==> src/rtl/txd_pkg.sv <==
`timescale 1ns/1ps
package txd_pkg;
  localparam int CTL_RDY_BIT  = 31;
  localparam int CTL_WRAP_BIT = 29;
  localparam int CTL_LAST_BIT = 27;
  localparam int CTL_CRC_BIT  = 26;
  localparam int LEN_W        = 16;
  localparam int WORD_W       = 32;
  localparam int DESC_BYTES   = 8;
  localparam int ADDR_OFS     = 4;

  typedef enum logic [2:0] {
    ST_IDLE = 3'd0,
    ST_CTL  = 3'd1,
    ST_BUF  = 3'd2,
    ST_CMD  = 3'd3,
    ST_WAIT = 3'd4,
    ST_WB   = 3'd5
  } walk_state_e;
endpackage

==> src/rtl/txd_ring_ptr.sv <==
`timescale 1ns/1ps
module txd_ring_ptr
  import txd_pkg::*;
#(
  parameter int          AW       = 32,
  parameter logic [AW-1:0] RST_BASE = '0
) (
  input  logic          clk,
  input  logic          rst_n,
  input  logic          base_wr,
  input  logic [AW-1:0] base_in,
  input  logic          step,
  input  logic          wrap,
  output logic [AW-1:0] cur_ptr
);
  localparam int            ALIGN    = $clog2(DESC_BYTES);
  localparam logic [AW-1:0] LOW_MASK = AW'((1 << ALIGN) - 1);
  localparam logic [AW-1:0] STRIDE   = AW'(DESC_BYTES);

  logic [AW-1:0] base_q, base_d;
  logic [AW-1:0] cur_q, cur_d;
  logic [AW-1:0] base_aligned;
  logic          base_en, cur_en;

  always_comb begin
    base_aligned = base_in & ~LOW_MASK;
    base_en      = base_wr;
    base_d       = base_aligned;
    cur_en       = base_wr | step;
    if (base_wr)   cur_d = base_aligned;
    else if (wrap) cur_d = base_q;
    else           cur_d = cur_q + STRIDE;
  end

  always_ff @(posedge clk or negedge rst_n) begin
    if (!rst_n) begin
      base_q <= RST_BASE & ~LOW_MASK;
      cur_q  <= RST_BASE & ~LOW_MASK;
    end else begin
      if (base_en) base_q <= base_d;
      if (cur_en)  cur_q  <= cur_d;
    end
  end

  assign cur_ptr = cur_q;

  // a base write lands the current position on the aligned base
  a_r10_base_sets_ptr: assert property (@(posedge clk) disable iff (!rst_n)
    base_wr |=> (cur_ptr == $past(base_in & ~LOW_MASK)));
endmodule

==> src/rtl/txd_seq.sv <==
`timescale 1ns/1ps
module txd_seq
  import txd_pkg::*;
#(
  parameter int AW = 32
) (
  input  logic              clk,
  input  logic              rst_n,
  input  logic              bell,
  input  logic [AW-1:0]     cur_ptr,
  output logic              mem_req,
  output logic              mem_we,
  output logic [AW-1:0]     mem_addr,
  output logic [WORD_W-1:0] mem_wdata,
  input  logic              mem_ack,
  input  logic [WORD_W-1:0] mem_rdata,
  output logic              cmd_valid,
  input  logic              cmd_ready,
  output logic [WORD_W-1:0] cmd_addr,
  output logic [LEN_W-1:0]  cmd_len,
  output logic              cmd_last,
  output logic              cmd_crc,
  input  logic              mov_done,
  output logic              step,
  output logic              wrap,
  output logic              busy
);
  localparam logic [WORD_W-1:0] RDY_MASK = WORD_W'(1) << CTL_RDY_BIT;

  walk_state_e       state_q, state_d;
  logic              polled_q, polled_d;
  logic              pend_q, pend_d;
  logic [WORD_W-1:0] ctl_q, buf_q;
  logic              ctl_en, buf_en;
  logic              hs;

  assign hs = mem_req & mem_ack;

  always_comb begin
    state_d  = state_q;
    polled_d = polled_q;
    pend_d   = pend_q;
    ctl_en   = 1'b0;
    buf_en   = 1'b0;
    step     = 1'b0;
    if (bell && state_q != ST_IDLE) pend_d = 1'b1;
    unique case (state_q)
      ST_IDLE: begin
        if (bell) begin
          state_d  = ST_CTL;
          polled_d = 1'b0;
          pend_d   = 1'b0;
        end
      end
      ST_CTL: begin
        if (hs) begin
          if (mem_rdata[CTL_RDY_BIT]) begin
            ctl_en   = 1'b1;
            polled_d = 1'b0;
            state_d  = ST_BUF;
          end else if (!polled_q) begin
            polled_d = 1'b1;
          end else if (pend_q || bell) begin
            pend_d   = 1'b0;
            polled_d = 1'b0;
          end else begin
            state_d  = ST_IDLE;
          end
        end
      end
      ST_BUF: begin
        if (hs) begin
          buf_en  = 1'b1;
          state_d = ST_CMD;
        end
      end
      ST_CMD:  if (cmd_ready) state_d = ST_WAIT;
      ST_WAIT: if (mov_done)  state_d = ST_WB;
      ST_WB: begin
        if (hs) begin
          step     = 1'b1;
          polled_d = 1'b0;
          state_d  = ST_CTL;
        end
      end
      default: state_d = ST_IDLE;
    endcase
  end

  always_ff @(posedge clk or negedge rst_n) begin
    if (!rst_n) begin
      state_q  <= ST_IDLE;
      polled_q <= 1'b0;
      pend_q   <= 1'b0;
      ctl_q    <= '0;
      buf_q    <= '0;
    end else begin
      state_q  <= state_d;
      polled_q <= polled_d;
      pend_q   <= pend_d;
      if (ctl_en) ctl_q <= mem_rdata;
      if (buf_en) buf_q <= mem_rdata;
    end
  end

  always_comb begin
    mem_req   = (state_q == ST_CTL) || (state_q == ST_BUF) || (state_q == ST_WB);
    mem_we    = (state_q == ST_WB);
    mem_addr  = (state_q == ST_BUF) ? cur_ptr + AW'(ADDR_OFS) : cur_ptr;
    mem_wdata = ctl_q & ~RDY_MASK;
    cmd_valid = (state_q == ST_CMD);
    cmd_addr  = buf_q;
    cmd_len   = ctl_q[LEN_W-1:0];
    cmd_last  = ctl_q[CTL_LAST_BIT];
    cmd_crc   = ctl_q[CTL_CRC_BIT] & ctl_q[CTL_LAST_BIT];
    wrap      = ctl_q[CTL_WRAP_BIT];
    busy      = (state_q != ST_IDLE);
  end

  // Independent trackers for the checks below
  logic       done_seen_q;
  logic [1:0] cmd_cnt_q;
  always_ff @(posedge clk or negedge rst_n) begin
    if (!rst_n) begin
      done_seen_q <= 1'b0;
      cmd_cnt_q   <= '0;
    end else begin
      if (mov_done) done_seen_q <= 1'b1;
      else if (hs && mem_we) done_seen_q <= 1'b0;
      if (hs && !mem_we && mem_rdata[CTL_RDY_BIT] && state_q == ST_CTL) cmd_cnt_q <= '0;
      else if (cmd_valid && cmd_ready && cmd_cnt_q != 2'd3) cmd_cnt_q <= cmd_cnt_q + 2'd1;
    end
  end

  // memory request held steady until acknowledged
  a_r11_mem_hold: assert property (@(posedge clk) disable iff (!rst_n)
    (mem_req && !mem_ack) |=> (mem_req && $stable(mem_addr) && $stable(mem_we) && $stable(mem_wdata)));

  // command held steady until accepted
  a_r11_cmd_hold: assert property (@(posedge clk) disable iff (!rst_n)
    (cmd_valid && !cmd_ready) |=> (cmd_valid && $stable(cmd_addr) && $stable(cmd_len)
                                   && $stable(cmd_last) && $stable(cmd_crc)));

  // no write-back before the data mover has finished
  a_r6_wb_after_done: assert property (@(posedge clk) disable iff (!rst_n)
    (mem_req && mem_we) |-> done_seen_q);

  // at most one command per ready descriptor
  a_r3_one_cmd: assert property (@(posedge clk) disable iff (!rst_n)
    (cmd_valid && cmd_ready) |-> (cmd_cnt_q == 2'd0));

  // the write-back never hands a buffer back as ready
  a_r6_wb_not_ready: assert property (@(posedge clk) disable iff (!rst_n)
    (mem_req && mem_we) |-> !mem_wdata[CTL_RDY_BIT]);
endmodule

==> src/rtl/txd_ring_walker.sv <==
`timescale 1ns/1ps
module txd_ring_walker
  import txd_pkg::*;
#(
  parameter int            AW       = 32,
  parameter logic [AW-1:0] RST_BASE = '0
) (
  input  logic          clk,
  input  logic          rst_n,
  input  logic          base_wr,
  input  logic [AW-1:0] base_in,
  input  logic          bell_wr,
  output logic          mem_req,
  output logic          mem_we,
  output logic [AW-1:0] mem_addr,
  output logic [31:0]   mem_wdata,
  input  logic          mem_ack,
  input  logic [31:0]   mem_rdata,
  output logic          cmd_valid,
  input  logic          cmd_ready,
  output logic [31:0]   cmd_addr,
  output logic [15:0]   cmd_len,
  output logic          cmd_last,
  output logic          cmd_crc,
  input  logic          mov_done,
  output logic          busy
);
  logic [1:0]    rst_sync_q;
  logic          rst_int_n;
  logic [AW-1:0] cur_ptr;
  logic          step, wrap;

  always_ff @(posedge clk or negedge rst_n) begin
    if (!rst_n) rst_sync_q <= 2'b00;
    else        rst_sync_q <= {rst_sync_q[0], 1'b1};
  end
  assign rst_int_n = rst_sync_q[1];

  txd_ring_ptr #(.AW(AW), .RST_BASE(RST_BASE)) u_ptr (
    .clk     (clk),
    .rst_n   (rst_int_n),
    .base_wr (base_wr),
    .base_in (base_in),
    .step    (step),
    .wrap    (wrap),
    .cur_ptr (cur_ptr)
  );

  txd_seq #(.AW(AW)) u_seq (
    .clk       (clk),
    .rst_n     (rst_int_n),
    .bell      (bell_wr),
    .cur_ptr   (cur_ptr),
    .mem_req   (mem_req),
    .mem_we    (mem_we),
    .mem_addr  (mem_addr),
    .mem_wdata (mem_wdata),
    .mem_ack   (mem_ack),
    .mem_rdata (mem_rdata),
    .cmd_valid (cmd_valid),
    .cmd_ready (cmd_ready),
    .cmd_addr  (cmd_addr),
    .cmd_len   (cmd_len),
    .cmd_last  (cmd_last),
    .cmd_crc   (cmd_crc),
    .mov_done  (mov_done),
    .step      (step),
    .wrap      (wrap),
    .busy      (busy)
  );

  // a doorbell from idle raises a control-word read on the next cycle
  a_r2_bell_start: assert property (@(posedge clk) disable iff (!rst_int_n)
    (bell_wr && !busy) |=> (mem_req && !mem_we && busy));
endmodule

==> config.mk <==
export PLATFORM = sky130hd
export DESIGN_NAME = txd_ring_walker
export DESIGN_NICKNAME = d
export VERILOG_FILES = /design/src/rtl/txd_pkg.sv /design/src/rtl/txd_ring_ptr.sv /design/src/rtl/txd_seq.sv /design/src/rtl/txd_ring_walker.sv
export SDC_FILE = /design/constraint.sdc
export NUM_CORES = 1
export LEC_CHECK = 0
export BUFFER_PORTS_ARGS = -buffer_cell sky130_fd_sc_hd__buf_2
export CORE_AREA = 2 2 113 115
export CTS_BUF_LIST = sky130_fd_sc_hd__clkbuf_4 sky130_fd_sc_hd__clkbuf_8
export CTS_CLUSTER_SIZE = 12
export DETAILED_ROUTE_END_ITERATION = 6
export DIE_AREA = 0 0 115 117
export HOLD_SLACK_MARGIN = 0.03
export MAX_ROUTING_LAYER = met4
export PLACE_DENSITY = 0.82
export SLEW_MARGIN = 15
export SYNTH_ARGS = -nofsm -noshare
export SYNTH_HDL_FRONTEND = slang
export SYNTH_SLANG_ARGS = --single-unit
==> constraint.sdc <==
create_clock -name clk -period 4.71 [get_ports clk]
set_input_delay 0.942 -clock clk [delete_from_list [all_inputs] [get_ports clk]]
set_output_delay 0.942 -clock clk [all_outputs]
set_load 0.01 [all_outputs]
==> flow_summary.json <==
{
  "worst_slew_pin_slew_ps": 1160,
  "yosys.area.top_type": "dfrtp_1",
  "cp_slowest_stage_delay_ps": 640,
  "syn_inst": 568,
  "syn2layout_area_growth_pct": 17.1,
  "avgViaCountPerCell": 5.69,
  "ys_types": 55,
  "cts_tree": "built",
  "met1_usage_pct": 29.0,
  "final_hold_viol_count": 0,
  "post_cts.repair.setup_buffers": 0,
  "path_delay_family": "flip-flops",
  "fmax_mhz": 390,
  "gp_congestion": 0.885,
  "power_density_mw_per_mm2": 597,
  "place_inst": 824,
  "clockRootBuffer": "clkbuf_8",
  "top_usage_layer": "met2",
  "rsz0062_at_grt": "no",
  "setup_viol": 0,
  "floorplan.rows": 41,
  "die_h_um": 117,
  "clock_sinks": 128,
  "h-tree-depth": 4,
  "dr.pass1.iters": 6,
  "ir_drop_uv": 385,
  "syn-cell-area_mm2": 0.00618,
  "cp-start-kind": "flop",
  "fillers": 1023,
  "hold_buffers": 0,
  "crit_arrival_ps": 1620,
  "grt_pass1_vias": 4728,
  "insertion_delay_ps": 440,
  "cp_num_buf_inv": 2,
  "grt_max_degree": 72,
  "finalClockSkew_ps": 13.7,
  "async_flop_share_pct": 100,
  "wl_per_cell_um": 17.5,
  "status": "finished clean",
  "grt_pass1_wl_um": 23500,
  "slew_headroom_pct": 22.9,
  "grtUsageMet3_pct": 6.18,
  "crit_path_max_fanout": 22,
  "slew_viol_final": 0,
  "wirelength_um": 15000,
  "initial_core_util_pct": 50.2,
  "drcViolationCount": 0,
  "drv_cap": 0,
  "synth_common_cells": "dfrtp_1 (128), mux2_2 (82), clkbuf_1 (40)",
  "io_buffers": 182,
  "cts_resized": 0,
  "final_layout_size_suffix_gt1_share_pct": 43.8,
  "grtUsageMet2_pct": 35.6,
  "vias": 4867,
  "final_nets": 765,
  "place_hpwl_um": 10700,
  "ys.flop_type": "dfrtp_1",
  "synth_seq_cells": 128,
  "synth.avg_cell_area_um2": 10.9,
  "drt_iter0_drc": 412,
  "instances_no_fill": 856,
  "critPathCaptureType": "output port",
  "whs_ps": 266,
  "power_mw": 4.32,
  "io_pins": 189,
  "fin_crit_ps": 2570,
  "leakage_nw": 3.35,
  "crit_type": "flop to output port",
  "max-clock-path-buffers": 2,
  "synthTopCellsByArea": "dfrtp_1 (52%), mux2_2 (15%), buf_4 (3.2%)",
  "die_w_um": 115,
  "ant_nets": 0,
  "dieArea_mm2": 0.0135,
  "core_mm2": 0.0123,
  "fin_crit_sh_pct": 54.5,
  "yosysSeqAreaShare_pct": 51.8,
  "numCtsBuffers": 17,
  "synth_most_common_cell": "dfrtp_1",
  "setup_tns_ps": 0,
  "crit_path_top_delay_cell": "dfrtp_1",
  "grtUsageTotal_pct": 23.2,
  "cts.clk_slew.worst_paths_ps": 70,
  "path_cells": "buf_4, buf_2",
  "synth_warnings": 0,
  "antenna_found_initial": 2,
  "min_path_type": "input pin to async pin",
  "crit_required_ps": 3770,
  "synth_top_area_share_pct": 51.8,
  "grt-ovfl-total": 0,
  "synth_edf_count": 0
}
-- layout by cell type, fill, tap and decap left out, types with 3 or more instances in the layout --
| master | instances |
|---|---|
| inv_1 | 18 |
| nand4_1 | 9 |
| mux2_2 | 82 |
| a211oi_1 | 3 |
| clkinvlp_4 | 4 |
| conb_1 | 4 |
| o21ai_0 | 36 |
| nand3_1 | 15 |
| and2_1 | 5 |
| o22ai_1 | 4 |
| xor2_1 | 4 |
| a222oi_1 | 3 |
| o211ai_1 | 6 |
| a22oi_1 | 8 |
| buf_2 | 182 |
| nor2b_1 | 3 |
| or3_1 | 4 |
| a21oi_1 | 26 |
| xnor2_1 | 4 |
| a221oi_1 | 5 |
| o311ai_0 | 3 |
| dfrtp_1 | 127 |
| o31ai_1 | 3 |
| nor4_1 | 4 |
| nor3_1 | 10 |
| a21o_1 | 4 |
| mux2i_1 | 3 |
| and3_1 | 3 |
| a31oi_1 | 6 |
| clkbuf_8 | 19 |
| nor2_1 | 24 |
| buf_4 | 6 |
| nand2_1 | 35 |
-- stage by stage --
stage | setup WS, ps | utilization [%] | area (um^2)
2_1_floorplan | 880 | - | 6190
3_3_place_gp | 1980 | 55.7 | 6860
3_5_place_dp | 1900 | 55.7 | 6860
4_1_cts | 2140 | 58.7 | 7230
5_1_grt | 2050 | 58.7 | 7230
6_report | 2140 | 58.7 | 7230
-- worst register-to-register path, delay by kind of cell (launching register included) --
kind,cells,cell delay [ps]
adders and majority gates,1,250
and+or+nand+nor,5,1180
DFF,1,530
buffers and inverters,1,210
-- worst paths after layout --
check | slack, ps | cells after the start | start | to
worst min-delay path | 270 | 1 | rst_n | rst_sync_q[0]$_DFF_PN0_
worst max register to register | 2420 | 7 | u_ptr.cur_ptr[3]$_DFFE_PN0P_ | u_ptr.cur_ptr[31]$_DFFE_PN0P_
max in group asynchronous | 2960 | 1 | rst_sync_q[1]$_DFF_PN0_ | u_ptr.cur_ptr[31]$_DFFE_PN0P_
worst max-delay path | 2140 | 2 | u_seq.ctl_q[29]$_DFFE_PN0P_ | mem_wdata[29]
min in group clk | 350 | 0 | rst_sync_q[0]$_DFF_PN0_ | rst_sync_q[1]$_DFF_PN0_
worst min register to register | 350 | 0 | rst_sync_q[0]$_DFF_PN0_ | rst_sync_q[1]$_DFF_PN0_
-- flip-flops by register name, summed over array words and instances (netlist names) --
name	cells
u_seq.cmd_addr	32
u_seq.ctl_q	31
u_ptr.base_q	29
u_ptr.cur_ptr	29
u_seq.state_q	3
rst_sync_q	2
u_seq.pend_q	1
u_seq.polled_q	1
-- where the power goes --
group	switching [mW]	internal, mW
clock network	0.431	0.449
registers	0.368	1.49
logic	0.818	0.759
total	1.62	2.70
-- metal layers --
layer / vias to the layer above / share of wire, %
li1: 2229 / -
met1: 2366 / 42
met2: 246 / 48
met3: 26 / 7.6
met4: 0 / 2.2
met5: - / 0
-- final cells by class --
cell class / count / area [um^2] / area share, %
antenna: 2 / 5.00 / 0.0692
clock buffer: 21 / 277 / 3.82
clock inverter: 9 / 87.6 / 1.21
inverter: 18 / 67.6 / 0.934
multi-input combinational: 340 / 2440 / 33.8
sequential: 128 / 3210 / 44.3
tap: 150 / 188 / 2.60
timing repair buffer: 188 / 956 / 13.2
-- cell families (layout without fill, tap and decap cells) --
group / after synthesis / after routing / synth area share (%)
AO/OA/AOI/OAI: 118 / 118 / 12.1
XOR/XNOR: 8 / 8 / 1.13
buffers and inverters: 102 / 236 / 8.71
flip-flops: 128 / 128 / 51.8
other: 2 / 6 / 0.122
adder cells (fa/ha/maj): 1 / 1 / 0.202
multiplexers: 85 / 85 / 15.4
AND/OR/NAND/NOR: 124 / 124 / 10.5
Power figures use the tool's default switching activity.
